`config.mk`:
```
export PLATFORM = sky130hd
export DESIGN_NAME = obc_black_clamp
export DESIGN_NICKNAME = d
export VERILOG_FILES = /design/src/rtl/obc_pkg.sv /design/src/rtl/obc_accum.sv /design/src/rtl/obc_divide.sv /design/src/rtl/obc_sat_sub.sv /design/src/rtl/obc_black_clamp.sv
export SDC_FILE = /design/constraint.sdc
export NUM_CORES = 1
export LEC_CHECK = 0
export ABC_CLOCK_PERIOD_IN_PS = 20100
export BUFFER_PORTS_ARGS = -buffer_cell sky130_fd_sc_hd__buf_2
export CORE_UTILIZATION = 35
export CTS_CLUSTER_DIAMETER = 40
export CTS_CLUSTER_SIZE = 8
export DETAILED_ROUTE_END_ITERATION = 16
export MAX_ROUTING_LAYER = met4
export PLACE_DENSITY = 0.54
export SLEW_MARGIN = 20
export SYNTH_ARGS = -nofsm -noshare
export SYNTH_HDL_FRONTEND = slang
export SYNTH_SLANG_ARGS = --single-unit
```
`constraint.sdc`:
```
create_clock -name clk -period 20.1 [get_ports clk]
set_input_delay 3.015 -clock clk [delete_from_list [all_inputs] [get_ports clk]]
set_output_delay 3.015 -clock clk [all_outputs]
set_load 0.01 [all_outputs]
```
`src/rtl/obc_pkg.sv`:
```
package obc_pkg;

    localparam int NCH = 3;

    typedef enum logic [1:0] {
        TAG_IDLE   = 2'b00,
        TAG_BLACK  = 2'b01,
        TAG_ACTIVE = 2'b10,
        TAG_DUMMY  = 2'b11
    } obc_tag_e;

    typedef struct packed {
        logic take;    // black sample accepted into the sums
        logic act;     // active sample, goes to output
        logic commit;  // line closes with a full window
    } obc_ctl_t;

    // Reciprocal of n scaled by 2^sh, rounded up so that truncation error
    // stays positive and below one count step.
    function automatic longint unsigned ceil_recip(input int unsigned n,
                                                   input int unsigned sh);
        return ((64'd1 << sh) + 64'(n) - 64'd1) / 64'(n);
    endfunction

endpackage

```
`src/rtl/obc_accum.sv`:
```
module obc_accum #(
    parameter int DATA_W = 12,
    parameter int SUM_W  = 19
) (
    input  logic              clk,
    input  logic              rst,
    input  logic              clear,
    input  logic              add,
    input  logic [DATA_W-1:0] din,
    output logic [SUM_W-1:0]  sum
);

    always_ff @(posedge clk) begin
        if (rst || clear) begin
            sum <= '0;
        end else if (add) begin
            sum <= sum + SUM_W'(din);
        end
    end

endmodule

```
`src/rtl/obc_divide.sv`:
```
module obc_divide
    import obc_pkg::*;
#(
    parameter int DATA_W = 12,
    parameter int SUM_W  = 19,
    parameter int N_LO   = 42,
    parameter int N_HI   = 84,
    parameter int SHIFT  = 26
) (
    input  logic              hi,
    input  logic [SUM_W-1:0]  sum,
    output logic [DATA_W-1:0] avg
);

    localparam int RW = SHIFT + 1;
    localparam int PW = SUM_W + RW;
    localparam logic [RW-1:0] RECIP_LO = RW'(ceil_recip(N_LO, SHIFT));
    localparam logic [RW-1:0] RECIP_HI = RW'(ceil_recip(N_HI, SHIFT));

    logic [RW-1:0] recip;
    logic [PW-1:0] prod;
    logic [PW-1:0] rnd;

    always_comb begin
        recip = hi ? RECIP_HI : RECIP_LO;
        prod  = PW'(sum) * PW'(recip);
        rnd   = prod + (PW'(1) << (SHIFT - 1));
    end

    assign avg = DATA_W'(rnd >> SHIFT);

endmodule

```
`src/rtl/obc_sat_sub.sv`:
```
module obc_sat_sub #(
    parameter int W = 12
) (
    input  logic [W-1:0] a,
    input  logic [W-1:0] b,
    output logic [W-1:0] y
);

    assign y = (a > b) ? (a - b) : '0;

endmodule

```
`src/rtl/obc_black_clamp.sv`:
```
module obc_black_clamp
    import obc_pkg::*;
#(
    parameter int DATA_W    = 12,
    parameter int BLACK_POS = 42
) (
    input  logic              clk,
    input  logic              rst,
    input  logic              hi_res,
    input  logic              samp_vld,
    input  logic [1:0]        samp_tag,
    input  logic              line_end,
    input  logic [DATA_W-1:0] in_r,
    input  logic [DATA_W-1:0] in_g,
    input  logic [DATA_W-1:0] in_b,
    output logic              out_vld,
    output logic [DATA_W-1:0] out_r,
    output logic [DATA_W-1:0] out_g,
    output logic [DATA_W-1:0] out_b
);

    localparam int NEED_HI = 2 * BLACK_POS;
    localparam int CNT_W   = $clog2(NEED_HI + 1);
    localparam int SUM_W   = DATA_W + CNT_W;
    localparam int SHIFT   = SUM_W + CNT_W;

    obc_tag_e                      tag;
    obc_ctl_t                      ctl;
    logic [CNT_W-1:0]              need;
    logic [CNT_W-1:0]              blk_cnt;
    logic [NCH-1:0][DATA_W-1:0]    din;
    logic [NCH-1:0][DATA_W-1:0]    lvl_all;
    logic [NCH-1:0][DATA_W-1:0]    out_all;

    assign tag  = obc_tag_e'(samp_tag);
    assign din  = {in_b, in_g, in_r};
    assign need = hi_res ? CNT_W'(NEED_HI) : CNT_W'(BLACK_POS);

    always_comb begin
        ctl.take   = samp_vld && (tag == TAG_BLACK) && (blk_cnt < need) && !line_end;
        ctl.act    = samp_vld && (tag == TAG_ACTIVE);
        ctl.commit = line_end && (blk_cnt == need);
    end

    // Black samples accepted in the current line
    always_ff @(posedge clk) begin
        if (rst || line_end) begin
            blk_cnt <= '0;
        end else if (ctl.take) begin
            blk_cnt <= blk_cnt + 1'b1;
        end
    end

    for (genvar c = 0; c < NCH; c++) begin : g_ch
        logic [SUM_W-1:0]  sum;
        logic [DATA_W-1:0] avg;
        logic [DATA_W-1:0] lvl_q;
        logic [DATA_W-1:0] diff;
        logic [DATA_W-1:0] out_q;

        obc_accum #(.DATA_W(DATA_W), .SUM_W(SUM_W)) u_acc (
            .clk   (clk),
            .rst   (rst),
            .clear (line_end),
            .add   (ctl.take),
            .din   (din[c]),
            .sum   (sum)
        );

        obc_divide #(
            .DATA_W (DATA_W),
            .SUM_W  (SUM_W),
            .N_LO   (BLACK_POS),
            .N_HI   (NEED_HI),
            .SHIFT  (SHIFT)
        ) u_div (
            .hi  (hi_res),
            .sum (sum),
            .avg (avg)
        );

        obc_sat_sub #(.W(DATA_W)) u_sub (
            .a (din[c]),
            .b (lvl_q),
            .y (diff)
        );

        always_ff @(posedge clk) begin
            if (rst) begin
                lvl_q <= '0;
            end else if (ctl.commit) begin
                lvl_q <= avg;
            end
        end

        always_ff @(posedge clk) begin
            if (rst) begin
                out_q <= '0;
            end else if (ctl.act) begin
                out_q <= diff;
            end
        end

        assign lvl_all[c] = lvl_q;
        assign out_all[c] = out_q;
    end

    always_ff @(posedge clk) begin
        if (rst) begin
            out_vld <= 1'b0;
        end else begin
            out_vld <= ctl.act;
        end
    end

    assign out_r = out_all[0];
    assign out_g = out_all[1];
    assign out_b = out_all[2];

endmodule

```
======== After elaboration in Yosys (flattened, before gate mapping) ========
Index checks and enable logic that the tools add are counted.
W data, S select, Z words.
word-level totals
  register bits after elaboration ......... 137
  word-level logic and storage cells ...... 43
  output and inout bits ................... 37
  bits of input ports ..................... 43
cells by class
  $mul .................................... 3
  eq/ne operators ......................... 3
  reductions and logical operators ........ 7
  multiplexer cells ....................... 5
  $lt $le $gt $ge ......................... 4
  add/subtract/negate cells ............... 10
operator list
  kind                      count
  $add A38 B26 Y38 const B  3
  $mul A19 B27 Y38          3
  $add A19 B12 Y19          3
  $gt A12 B12 Y1            3
  $mux W12                  3
  $sub A12 B12 Y12          3
  $mux W21                  1
  $add A7 B1 Y7 const B     1
  $eq A7 B7 Y1              1
  $lt A7 B7 Y1              1
  $mux W7                   1
  $logic_and A1 B1 Y1       5
  $eq A2 B1 Y1 const B      1
  $eq A2 B2 Y1 const B      1
  $logic_not A1 Y1          1
  $logic_or A1 B1 Y1        1

======== Longest topological paths before layout ========
  depth in word-level cells ............... 4
  mapped depth ............................ 26
  gate-level depth less buffers ........... 26

======== By module ========
Synthesis repeated with hierarchy kept, for this count alone.
second synthesis, totals
  cells, all modules ...................... 3,410
  area, all modules ....................... 30,446.7 um^2
by module, submodules not included
  module                      area each (um^2)  cells an instance  sequential area each (um^2)  times used
  obc_divide (g_ch[2].u_div)  7,154.4           756                0.0                          1
  obc_divide (g_ch[1].u_div)  7,055.5           741                0.0                          1
  obc_divide (g_ch[0].u_div)  6,985.4           734                0.0                          1
  obc_accum                   1,300.0           159                380.4                        3
  obc_black_clamp             3,072.9           381                1,601.5                      1
  obc_sat_sub                 759.5             107                0.0                          3

======== Least setup slack after synthesis ========
Ideal clock, no wire load.
  kind .................................... input port to flip-flop
  start point ............................. input port hi_res
  end point ............................... register g_ch[2].lvl_q[6]
  cell stages on the path ................. 25
  required time ........................... 19.972 ns
  setup time .............................. 0.128 ns
  path slack .............................. 11.027 ns
  path buffers ............................ 3
  data arrival time ....................... 8.946 ns
  cells stage by stage .................... buf_4 -> clkbuf_1 -> clkbuf_1 -> nand2_1 -> inv_1 -> fa_1 -> ha_1 -> inv_1 -> fa_1 -> inv_1 -> fa_1 -> inv_1 -> fa_1 -> fa_1 -> inv_1 -> ha_1 -> ha_1 -> a2111o_1 -> a2111oi_2 -> nor3_1 -> nor4_4 -> a311oi_2 -> a31oi_1 -> xor2_1 -> o21ai_1
between the ends
  word-level cells in the longest chain between the ends .. 3
  elaborated cells between the ends (all ways) .. 6
  those cells by class .................... add/sub (1); mul (1); eq/ne (1); mux (2); reduce/logical (1)
RTL lines
  item                                                     RTL line                                 RTL
  start, declared                                          obc_black_clamp.sv:9                     input logic hi_res,
  $mux W21 or $mux W7 (tied branches)                      obc_divide.sv:25, obc_black_clamp.sv:37
  $mul A19 B27 Y38 or $eq A7 B7 Y1 (tied branches)         obc_divide.sv:26, obc_black_clamp.sv:42
  $add A38 B26 Y38 or $logic_and A1 B1 Y1 (tied branches)  obc_divide.sv:27, obc_black_clamp.sv:42
  end signal, assigned                                     obc_black_clamp.sv:92                    lvl_q <= avg;
  end, declared                                            obc_black_clamp.sv:57                    logic [DATA_W-1:0] lvl_q;
Parallel ways exist; a longest one is shown, timed or not.
A chain may end at the register's enable or synchronous reset.

======== Worst setup path after layout ========
  start point ............................. input port hi_res
  end point ............................... register g_ch[2].lvl_q[9]
Same word-level chain as after synthesis.

==> results by group <==
Outcome
  • Status: finished, final reports clean

Global route
  • Initial antenna violation count: 0
  • Number of global-route vias before repair: roughly 21000
  • Total GRT Usage: between 15 and 20%
  • Global-route wire length before repair: 116000 µm
  • Gr ovfl total: 0
  • Largest net degree at the start of global routing: between 70 and 80

Timing
  • Tcrit/Tclk final: between 40% and 50%
  • Setup Skew: roughly 17 ps
  • Final Critical Period: 9480 ps
  • Slew Limit Headroom: between 40% and 50%
  • RSZ-0062 raised after global routing: false
  • Fin. Hold Viols: 0
  • Total negative setup slack: 0 ps
  • Worst-margin pin slew: between 800 and 900 ps
  • Final Setup Violations: 0
  • Hold Slack: between 400 and 500 ps
  • Max-slew violations: 0
  • Peak Freq: 0.105 GHz

Clock network
  • TritonCTS Sinks: 137
  • Cell at the root of the clock tree: clkbuf_16
  • H-tree depth: 4
  • Worst-skew pair later-pin latency: 450 ps
  • CTS tree: yes
  • Worst-path clk slew: 70 ps
  • CTS buffer count: 17
  • CTS Hold Buffers Added: 0
  • PostCTS Resize Cnt: 0
  • # Post-CTS Setup Buffers: 0
  • Bufs on Longest Clock Path: 2

Critical path
  • Critical path endpoint category: register
  • Crit-path cells: buf_2 -> buf_4 -> nor2_1 -> fa_1 -> fa_1 -> inv_1 -> fa_1 -> fa_1 -> inv_1 -> fa_1 -> inv_1 -> fa_1 -> inv_1 -> ha_1 -> ha_1 -> nand4_1 -> nor2_1 -> nand2_1 -> a211oi_1 -> o41a_1 -> o21ai_1 -> or4_1 -> nand3_1
  • WS Path Type: input pin to register
  • Worst Path Arrival: 9880 ps
  • CP max stage cell: buf_4
  • Largest fanout on the critical path: 75
  • Most frequent CP cell: fa_1
  • CP Buf/Inv Count: 6
  • CP max stage delay: roughly 660 ps
  • Required time worst endpoint: about 20000 ps
  • Worst Setup Start Kind: input pin
  • Family with the most delay on the worst path: adder cells

Die
  • # rows: roughly 100
  • Die height: 287 µm
  • IO Pins: 80
  • Die area: just over 80000 µm²
  • Core ar.: 80400 µm²
  • Die W: 287 µm
  • Starting Density: a little over a third

Synth
  • Ys flop type: dfxtp_1
  • Mapped Cells: 3103
  • Mapped Avg Cell Area: 9.16 µm²
  • Syn. warnings: 0
  • Unique masters post-synth: 84
  • Post-Syn Area: between 20000 and 30000 µm²
  • Asr flop ratio synth: 0%
  • Syn_nets: about 4200
  • Post-synth EDFFs: 0
  • Register area share after synthesis: approximately 9.7%
  • Synthesized flop and latch total: about 140

Layout
  • Commonest non-fill, non-tap cells in the layout: 735 x inv_1, 653 x ha_1, 389 x fa_1
  • P&R area growth vs syn: 8.08%
  • Register area: 2740 µm²
  • NumNets Final: 4252
  • Multi-input gate area: between 20000 and 25000 µm²
  • Fraction of layout cells with a size suffix above 1: 4.94%
  • Fillers: ~8300
  • Most common cell after layout, fill and taps aside: inv_1

Route
  • 1st-iter DRT viols: about 1000
  • Vias per cell: 4.84
  • Detail Route Antenna Nets: 0
  • First-pass DRT Iterations: 5
  • Routed len/inst: 17.0 µm
  • Via count: between 20000 and 25000
  • Final WL: slightly above 70000 µm
  • Post-route DRC: 0

Pwr
  • Comb pwr share: ~16%
  • Pwr Density: 24.4 nW/µm²
  • Clock power frac: roughly 47%
  • Cell Int Power: 510 µW
  • Switching power: approximately 240 µW
  • Register share of total power: 37.1%
  • Leak Pwr: ~0.017 µW
  • Worst vdd ir: 0.0592 mV
  • Sw frac: between 30% and 40%

Placement
  • Placer congestion estimate: ~0.91
  • Hpwl dp: approximately 63000 µm
  • Port Buffers: 79

Hold path
  • Min-delay worst type: register to register

Run
  • Max cap viols: 0
-- Yosys cell counts (all sizes together), types with 9 or more instances --
cell / instances / area (µm²)
ha: 653 / 8170
nand2: 177 / 664
dfxtp: 137 / 2740
and2: 35 / 219
o21a: 17 / 128
nor3: 41 / 210
and3: 19 / 119
fa: 389 / 7790
nor2b: 33 / 206
inv: 736 / 2760
nor2: 156 / 586
a22oi: 30 / 225
nand3b: 10 / 78.8
nand3: 48 / 240
a31oi: 15 / 100
a211oi: 21 / 158
a21boi: 9 / 67.6
xnor2: 68 / 596
o21ai: 65 / 325
nand4: 21 / 131
or3: 35 / 219
a21oi: 125 / 626
clkbuf: 40 / 150
nor4: 12 / 90.1
a32o: 10 / 100
xor2: 33 / 289
o211ai: 11 / 82.6
a21o: 45 / 338
-- tightest hold or removal path, stage by stage, from the launching register on --
cell	delay, ps
dfxtp_1	310
nand2_1	50
o21ai_1	50
-- cell families (layout without fill, tap and decap cells) --
| logic type | count (synthesis) | count (layout) | synth area share [%] |
|---|---|---|---|
| buf+inv | 784 | 861 | 10.4 |
| mux | 6 | 6 | 0.225 |
| simple gates | 622 | 622 | 10.7 |
| compound gates | 411 | 411 | 9.76 |
| flops | 137 | 137 | 9.65 |
| xor+xnor | 101 | 101 | 3.11 |
| fa+ha+maj | 1042 | 1042 | 56.2 |
| other cells | 0 | 2 | 0 |
-- power groups by stage --
stage	combinational, µW	clock, µW	sequential (µW)
floorplan	79.0	0	284
global placement	121	0	284
detailed placement	120	0	284
CTS	121	361	277
global route	135	371	278
finish	120	351	277
-- sequential cells by signal (all words and copies together), names as in the netlist --
name,flops
out_r,12
blk_cnt,7
out_g,12
out_vld,1
out_b,12
g_ch.u_acc.sum,57
g_ch.lvl_q,36
-- cell type report --
cell class,count,share of cell area [%]
multi-input cells,2182,74.1
inverters,736,9.00
flip-flops and latches,137,8.93
well taps,1060,4.32
repair buffers,93,1.63
clock buffers,17,1.39
clock inverters,15,0.640
diodes,2,0.0163
-- through the flow --
step / area (µm²) / worst slack [ps] / util (%) / cells / total power [µW]
6_report: 30700 / 10620 / 38.2 / 4242 / 748
5_1_grt: 30700 / 10190 / 38.2 / 4240 / 784
4_1_cts: 30700 / 10600 / 38.2 / 4240 / 759
3_5_place_dp: 30100 / 10090 / 37.4 / 4208 / 404
3_3_place_gp: 30100 / 10130 / 37.4 / 4208 / 404
2_1_floorplan: 28400 / 11030 / - / 3103 / 363
-- per-layer routing --
| layer | up-vias | part of all wire, % | track usage, % |
|---|---|---|---|
| met4 | 0 | 1.7 | 4.02 |
| li1 | 10266 | - | - |
| met2 | 263 | 46 | 29.4 |
| met1 | 9951 | 50 | 26.1 |
| met5 | - | 0 | - |
| met3 | 52 | 2.2 | 1.15 |
-- path summary, 6_finish.rpt --
| check | startpoint | to | slack (ps) | depth (start not counted) |
|---|---|---|---|---|
| hold reg to reg | g_ch[2].lvl_q[5] | g_ch[2].lvl_q[5] | 450 | 2 |
| setup reg to reg | g_ch[1].u_acc.sum[12] | g_ch[1].lvl_q[10] | 13580 | 22 |
| hold / removal | g_ch[2].lvl_q[5] | g_ch[2].lvl_q[5] | 450 | 2 |
| setup / recovery | hi_res | g_ch[2].lvl_q[9] | 10620 | 23 |
(Power assumes the default switching activity.)
